<file path="src/rtl/emon_pkg.sv">
package emon_pkg;
  localparam int AW = 32;

  typedef enum logic {
    MON_OPEN = 1'b0,
    MON_EXCL = 1'b1
  } mon_state_e;

  // Address sources checked against the held tag
  localparam int SRC_STX  = 0;
  localparam int SRC_LST  = 1;
  localparam int SRC_RINV = 2;
  localparam int NSRC     = 3;

  // Granule index of a byte address: bits above the granule offset
  function automatic logic [AW-1:0] granule_of(input logic [AW-1:0] a,
                                               input int unsigned lsb);
    return a >> lsb;
  endfunction
endpackage

</file>
<file path="src/rtl/emon_granule_cmp.sv">
module emon_granule_cmp #(
  parameter int GRAN_LSB = 4,
  localparam int TAG_W = emon_pkg::AW - GRAN_LSB
) (
  input  logic                   valid,
  input  logic                   armed,
  input  logic [emon_pkg::AW-1:0] addr,
  input  logic [TAG_W-1:0]       tag,
  output logic                   hit
);
  logic [emon_pkg::AW-1:0] gidx;

  assign gidx = emon_pkg::granule_of(addr, GRAN_LSB);
  assign hit  = valid && armed && (gidx == {{GRAN_LSB{1'b0}}, tag});
endmodule

</file>
<file path="src/rtl/emon_holdoff.sv">
module emon_holdoff #(
  parameter int HOLD_CYC = 3
) (
  input  logic clk,
  input  logic rst_n,
  input  logic arm,
  input  logic drop,
  input  logic rinv_hit,
  output logic win_active,
  output logic pend_q,
  output logic pend_fire
);
  generate
    if (HOLD_CYC == 0) begin : g_nohold
      assign win_active = 1'b0;
      assign pend_q     = 1'b0;
      assign pend_fire  = 1'b0;
    end else begin : g_hold
      localparam int CW = $clog2(HOLD_CYC + 1);
      logic [CW-1:0] cnt_q;
      logic          pend_r;

      always_ff @(posedge clk) begin
        if (!rst_n) begin
          cnt_q <= '0;
        end else if (arm) begin
          cnt_q <= CW'(HOLD_CYC);
        end else if (cnt_q != '0) begin
          cnt_q <= cnt_q - 1'b1;
        end
      end

      always_ff @(posedge clk) begin
        if (!rst_n) begin
          pend_r <= 1'b0;
        end else if (arm || drop) begin
          pend_r <= 1'b0;
        end else if (rinv_hit && win_active) begin
          pend_r <= 1'b1;
        end
      end

      assign win_active = (cnt_q != '0);
      assign pend_q     = pend_r;
      assign pend_fire  = pend_r && !win_active;
    end
  endgenerate
endmodule

</file>
<file path="src/rtl/emon_core.sv">
module emon_core #(
  parameter int GRAN_LSB = 4,
  localparam int TAG_W = emon_pkg::AW - GRAN_LSB
) (
  input  logic             clk,
  input  logic             rst_n,
  input  logic             ldx_valid,
  input  logic [TAG_W-1:0] ldx_tag,
  input  logic             stx_valid,
  input  logic             stx_hit,
  input  logic             clear_evt,
  output emon_pkg::mon_state_e state_q,
  output logic [TAG_W-1:0] tag_q,
  output logic             wr_en,
  output logic             fail_q,
  output logic             done_q
);
  import emon_pkg::*;

  mon_state_e state_d;

  assign wr_en = stx_valid && stx_hit && !clear_evt;

  always_comb begin
    state_d = state_q;
    if (stx_valid)      state_d = MON_OPEN;
    else if (ldx_valid) state_d = MON_EXCL;
    else if (clear_evt) state_d = MON_OPEN;
  end

  always_ff @(posedge clk) begin
    if (!rst_n) begin
      state_q <= MON_OPEN;
      tag_q   <= '0;
      fail_q  <= 1'b0;
      done_q  <= 1'b0;
    end else begin
      state_q <= state_d;
      if (ldx_valid && !stx_valid) tag_q <= ldx_tag;
      fail_q <= stx_valid && !wr_en;
      done_q <= stx_valid;
    end
  end
endmodule

</file>
<file path="src/rtl/excl_monitor.sv">
module excl_monitor #(
  parameter int GRAN_LSB = 4,
  parameter int HOLD_CYC = 3,
  localparam int TAG_W = 32 - GRAN_LSB
) (
  input  logic             clk,
  input  logic             rst_n,
  input  logic             ldx_valid,
  input  logic [31:0]      ldx_addr,
  input  logic             stx_valid,
  input  logic [31:0]      stx_addr,
  input  logic             lst_valid,
  input  logic [31:0]      lst_addr,
  input  logic             rinv_valid,
  input  logic [31:0]      rinv_addr,
  input  logic             trap,
  output logic             stx_wr_en,
  output logic             stx_fail,
  output logic             stx_done,
  output logic             excl_state,
  output logic [TAG_W-1:0] resv_tag
);
  import emon_pkg::*;

  mon_state_e       state_q;
  logic [TAG_W-1:0] tag_q;
  logic [TAG_W-1:0] ldx_tag;
  logic             armed;
  logic [31:0]      src_addr [NSRC];
  logic             src_vld  [NSRC];
  logic             src_hit  [NSRC];
  logic             win_active;
  logic             pend_q;
  logic             pend_fire;
  logic             rinv_now;
  logic             clear_evt;
  logic             arm;
  logic             drop;

  assign armed   = (state_q == MON_EXCL);
  assign ldx_tag = TAG_W'(granule_of(ldx_addr, GRAN_LSB));

  assign src_addr[SRC_STX]  = stx_addr;
  assign src_vld[SRC_STX]   = stx_valid;
  assign src_addr[SRC_LST]  = lst_addr;
  assign src_vld[SRC_LST]   = lst_valid;
  assign src_addr[SRC_RINV] = rinv_addr;
  assign src_vld[SRC_RINV]  = rinv_valid;

  generate
    for (genvar i = 0; i < NSRC; i++) begin : g_cmp
      emon_granule_cmp #(.GRAN_LSB(GRAN_LSB)) u_cmp (
        .valid (src_vld[i]),
        .armed (armed),
        .addr  (src_addr[i]),
        .tag   (tag_q),
        .hit   (src_hit[i])
      );
    end
  endgenerate

  // Remote hit acts at once only outside the hold-off window
  assign rinv_now  = src_hit[SRC_RINV] && !win_active;
  assign clear_evt = trap || src_hit[SRC_LST] || rinv_now || pend_fire;
  assign arm       = ldx_valid && !stx_valid;
  assign drop      = armed && (stx_valid || (!ldx_valid && clear_evt));

  emon_holdoff #(.HOLD_CYC(HOLD_CYC)) u_hold (
    .clk        (clk),
    .rst_n      (rst_n),
    .arm        (arm),
    .drop       (drop),
    .rinv_hit   (src_hit[SRC_RINV]),
    .win_active (win_active),
    .pend_q     (pend_q),
    .pend_fire  (pend_fire)
  );

  emon_core #(.GRAN_LSB(GRAN_LSB)) u_core (
    .clk       (clk),
    .rst_n     (rst_n),
    .ldx_valid (ldx_valid),
    .ldx_tag   (ldx_tag),
    .stx_valid (stx_valid),
    .stx_hit   (src_hit[SRC_STX]),
    .clear_evt (clear_evt),
    .state_q   (state_q),
    .tag_q     (tag_q),
    .wr_en     (stx_wr_en),
    .fail_q    (stx_fail),
    .done_q    (stx_done)
  );

  assign excl_state = armed;
  assign resv_tag   = tag_q;
endmodule

</file>
<file path="config.mk">
export PLATFORM = sky130hd
export DESIGN_NAME = excl_monitor
export DESIGN_NICKNAME = d
export VERILOG_FILES = /design/src/rtl/emon_pkg.sv /design/src/rtl/emon_granule_cmp.sv /design/src/rtl/emon_holdoff.sv /design/src/rtl/emon_core.sv /design/src/rtl/excl_monitor.sv
export SDC_FILE = /design/constraint.sdc
export NUM_CORES = 1
export LEC_CHECK = 0
export ABC_AREA = 1
export BUFFER_PORTS_ARGS = -buffer_cell sky130_fd_sc_hd__clkbuf_2
export CAP_MARGIN = 40
export CORE_MARGIN = 2
export CORE_UTILIZATION = 47
export CTS_CLUSTER_DIAMETER = 50
export DETAILED_ROUTE_END_ITERATION = 6
export PLACE_DENSITY = 0.85
export RECOVER_POWER = 100
export SYNTH_ARGS = -nofsm -noshare
export SYNTH_HDL_FRONTEND = slang
export SYNTH_SLANG_ARGS = --single-unit
</file>
<file path="constraint.sdc">
create_clock -name clk -period 2.8 [get_ports clk]
set_clock_uncertainty 0.2 [all_clocks]
set_input_delay 0.14 -clock clk [delete_from_list [all_inputs] [get_ports clk]]
set_output_delay 0.14 -clock clk [all_outputs]
set_load 0.02 [all_outputs]
</file>
# Word-level counts from Yosys, hierarchy flattened
# Cells that the tools add are included.
# W data, S select, Z words.
# classes
addsub	1
reduce_logical	30
bitwise	1
n_eq_ne	3
n_mux	4
# ops
op	count
$eq A28 B28 Y1	3
$logic_and A1 B1 Y1	15
$reduce_bool A2 Y1	3
$logic_not A1 Y1	5
$logic_or A1 B1 Y1	5
$mux W2	2
$reduce_or A2 Y1	2
$mux W1	2
$sub A2 B1 Y2 const B	1
$not A1 Y1	1
# totals
output_inout_bits	32
wordCells	45
ff_bits	34
inputBits	135

# Logic depth before layout (Yosys ltp)
# depth
word_depth	10
mapped_depth	14
ltp_nobuf	14

# Modules after synthesis
# Synthesis repeated with hierarchy kept, for this count alone.
# unflattened
hier_cells	668
area_unflattened_um2	3291.9
# by_module_without_submodules
module	instances	cells_each	seq_area_each_um2	area_per_inst_um2
emon_granule_cmp	3	146	0.0	569.3
emon_core	1	194	620.6	1376.3
emon_holdoff	1	26	60.1	157.7
excl_monitor	1	10	0.0	50.0

# Worst setup path before layout
# No wires, ideal clock.
# synth_path
path_type	register to output
startpoint	register u_core.tag_q[19]
endpoint	output port stx_wr_en
t_required_ns	2.460
t_arrival_ns	1.458
stages_incl_launch_ff	10
setup_slack_ns	1.002
n_path_buf	0
cell_sequence	dfxtp_1 -> inv_2 -> or2_0 -> o211ai_1 -> nor2_1 -> nand2_1 -> nor2_1 -> nor2_2 -> nand2_1 -> nor2_1
# synth_via
elab_chain_len	7
word_cells_on_any_way	13
cone_classes	eq/ne (3); reduce/logical (10)
# synth_lines
item	line	text
start: declaration	emon_core.sv:13	output logic [TAG_W-1:0] tag_q,
start signal: assignment	emon_core.sv:39	if (ldx_valid && !stx_valid) tag_q <= ldx_tag;
$eq A28 B28 Y1	emon_granule_cmp.sv:14	assign hit = valid && armed && (gidx == {{GRAN_LSB{1'b0}}, tag});
$logic_and A1 B1 Y1	emon_granule_cmp.sv:14	
$logic_or A1 B1 Y1 or $logic_and A1 B1 Y1 (tied branches)	excl_monitor.sv:64, excl_monitor.sv:63	
$logic_or A1 B1 Y1 (2 in series)	excl_monitor.sv:64	assign clear_evt = trap || src_hit[SRC_LST] || rinv_now || pend_fire;
$logic_not A1 Y1	emon_core.sv:22	assign wr_en = stx_valid && stx_hit && !clear_evt;
$logic_and A1 B1 Y1 (*)	emon_core.sv:22	
end: declaration	excl_monitor.sv:17	output logic stx_wr_en,
# Every way passes the cells marked *; elsewhere a longest branch is shown, timed or not.

# Final worst setup path
# layout_path
startpoint	register u_core.tag_q[22]
endpoint	output port stx_wr_en
# Same word-level chain as after synthesis.

==> flow_metrics.env <==
export IMPL_status="completed"
export IMPL_grt_pass1_wl_um=15300
export IMPL_arrival_ns=2.04
export IMPL_gp_congestion=0.966
export IMPL_min_period_ns=2.38
export IMPL_final_hold_viol_count=0
export IMPL_die_width_um=79.7
export IMPL_most_common_layout_cells="150 x nand2_1, 118 x clkbuf_2, 82 x inv_1"
export IMPL_slew_violations=0
export IMPL_antenna_cells=0
export IMPL_cpMostUsedCell="nor2_1"
export IMPL_dieArea_mm2=0.00635
export IMPL_clock_latency_ns=0.29
export IMPL_setup_slack_ns=0.421
export IMPL_yosysSeqAreaShare_pct=25.3
export IMPL_rsz0062_at_grt="false"
export IMPL_fin_crit_sh_pct=85.0
export IMPL_p_per_area_mw_per_mm2=363
export IMPL_grt_max_degree=37
export IMPL_synth_simple_area_share_pct=37.6
export IMPL_synth_mux_area_share_pct=0
export IMPL_syn_nets=613
export IMPL_ir_drop_mv=0.267
export IMPL_area_growth_pct=43.1
export IMPL_syn_area_per_cell_um2=5.65
export IMPL_rr_worst_depth=14
export IMPL_slowest_delay_ns=0.39
export IMPL_io_buffers=150
export IMPL_cp_max_fo=4
export IMPL_r2r_start="u_core.tag_q[1]$_SDFFE_PN0P_"
export IMPL_critPathKind="register to primary output"
export IMPL_startpoint="u_core.tag_q[22]$_SDFFE_PN0P_"
export IMPL_syn_area_mm2=0.00269
export IMPL_post_cts_resized=0
export IMPL_place_ws_ns=0.849
export IMPL_nFillCells=512
export IMPL_p_leak_nw=2.08
export IMPL_holdPathEnd="u_core.fail_q$_SDFF_PN0_"
export IMPL_layout_drive_gt1_share_pct=21.4
export IMPL_clockPowerShare_pct=25.5
export IMPL_ys_ff_latch=34
export IMPL_clock_sinks=34
export IMPL_seq_area_um2=681
export IMPL_internal_power_mw=0.893
export IMPL_clk_path_buf_depth=2
export IMPL_synthAdderAreaFrac_pct=0.464
export IMPL_worstSetupStartpointType="register"
export IMPL_final_nets=794
export IMPL_hold_start="stx_addr[28]"
export IMPL_r2r_slack_ns=0.51
export IMPL_maxCapViolCount=0
export IMPL_via_count=3616
export IMPL_p_sw_mw=0.507
export IMPL_initial_core_util_pct=48.9
export IMPL_grt_use_total_pct=30.9
export IMPL_crit_required_ns=2.46
export IMPL_grt_overflow=0
export IMPL_wirelength_um=9620
export IMPL_cts_buffers=5
export IMPL_drtPass1Iterations=4
export IMPL_hp_class="input port to register"
export IMPL_yosysWarningCount=0
export IMPL_p_comb_share_pct=34.7
export IMPL_p_seq_share_pct=39.8
export IMPL_fmax_mhz=420
export IMPL_synth_top_family_by_area="simple AND/OR/NAND/NOR gates"
export IMPL_cp_slowest_cell="dfxtp_1"
export IMPL_final_common_cell="nand2_1"
export IMPL_postCtsSetupRepairBufs=0
export IMPL_drcViolationCount=0
export IMPL_dp_hpwl_um=7570
export IMPL_synth_cells=477
export IMPL_final_antenna_net_count=0
export IMPL_cts_tree="built"
export IMPL_io_pins=167
export IMPL_finalSetupTns_ns=0
export IMPL_htree_levels=2
export IMPL_swShare_pct=36.2
export IMPL_postCtsHoldBufs=32
export IMPL_antenna_found_initial=0
export IMPL_whs_path_depth=9
export IMPL_synth_xor_area_share_pct=7.80
export IMPL_cts_root_buf="clkbuf_8"
export IMPL_slew_headroom_pct=58.8
export IMPL_grt_pass1_vias=3367
export IMPL_setup_viol=0
export IMPL_r2r_end="u_core.state_q$_SDFFE_PP0P_"
export IMPL_cts_reportedPaths_clkPinSlew_ns=0.08
export IMPL_drt_first_iter_violations=215
export IMPL_via_per_inst=4.95
export IMPL_end_kind="primary output"
export IMPL_synth_compound_area_share_pct=15.4
export IMPL_path_cells="inv_1 > o21ai_0 > nor2_1 > nand2_1 > nor2_1 > nand2_1 > nor2_1 > nor2_2 > nand2_1 > nor2_1 > clkbuf_1"
export IMPL_coreArea_mm2=0.00551
export IMPL_yosysUniqueCellTypes=26
export IMPL_multiInputGateArea_mm2=0.00165
export IMPL_wl_per_cell_um=13.2
export IMPL_tightest_slew_ns=0.618
export IMPL_die_y_um=79.7
export IMPL_rows=27
metrics by stage:
stage                     cell area, um2  std cells  power (mW)  utilization [%]  hold slack [ns]
after floorplan                     2690        477       0.828                -           0.0519
after global placement              3520        691        1.01             63.9            0.194
after detailed placement            3520        691        1.02             63.9            0.196
after CTS                           3920        730        1.41             71.1            0.176
after global routing                3860        730        1.49             70.0            0.272
final                               3860        730        1.40             70.0            0.192
cell usage after synthesis (all sizes together):
master / count / area [um2]
xnor2: 11 / 96.3
inv: 87 / 327
clkbuf: 6 / 22.5
or2: 10 / 62.6
nand3b: 2 / 15.0
buf: 3 / 13.8
dfxtp: 34 / 681
nand3: 12 / 60.1
nor2: 45 / 174
nor3: 5 / 25.0
a21oi: 31 / 155
ha: 1 / 12.5
a21boi: 1 / 7.51
o211ai: 1 / 7.51
xor2: 13 / 114
nor4: 3 / 18.8
nor3b: 2 / 15.0
a2111oi: 1 / 8.76
o21ai: 47 / 235
nand2: 150 / 568
nand4: 12 / 75.1
flip-flops by register name (all words and copies together), names as in the netlist:
signal and count:
u_hold.pend_q 1, u_core.fail_q 1, u_hold.g_hold.cnt_q 2, u_core.state_q 1, u_core.tag_q 28, u_core.done_q 1
worst max-delay path by stage:
stage	end	slack, ns
5_1_grt	u_hold.g_hold.cnt_q[0]$_SDFFE_PN0P_	0.20
6_report	stx_wr_en	0.42
4_1_cts	stx_wr_en	0.52
3_5_place_dp	stx_wr_en	0.85
3_3_place_gp	stx_wr_en	0.89
2_1_floorplan	stx_wr_en	1.00
worst max-delay path, delay by kind of cell, from the launching register on:
kind | cells | cell delay, ns
buffers and inverters | 2 | 0.36
AOI/OAI and AO/OA | 1 | 0.30
DFF | 1 | 0.39
and+or+nand+nor | 8 | 0.69
final cells by class:
cell class,instances,area share [%]
clock buffers,5,1.78
clock inverters,2,0.260
inverters,87,8.47
multi-input cells,347,42.7
flip-flops and latches,34,17.7
well taps,72,2.34
repair buffers,183,26.8
cell families (layout without fill, tap and decap cells):
family	after synthesis	count (layout)
AOI/OAI and AO/OA	81	81
DFF	34	34
adders and majority gates	1	1
buffers and inverters	96	277
and+or+nand+nor	241	241
xor gates and xnor gates	24	24
power groups by stage:
stage	Sequential [mW]	Clock [mW]	Combinational, mW
global route	0.562	0.384	0.544
detailed placement	0.568	0	0.453
finish	0.557	0.357	0.486
floorplan	0.596	0	0.232
global placement	0.566	0	0.444
CTS	0.557	0.366	0.490
metal layers:
layer / routed length [um] / global-route usage, % / share of wire [%] / vias up
li1: - / - / - / 1835
met1: 4030 / 37.1 / 42 / 1613
met2: 4550 / 54.1 / 47 / 144
met3: 760 / 6.45 / 7.9 / 24
met4: 287 / 11.4 / 3.0 / 0
met5: 0 / 0 / 0 / -
(Power assumes the default switching activity.)
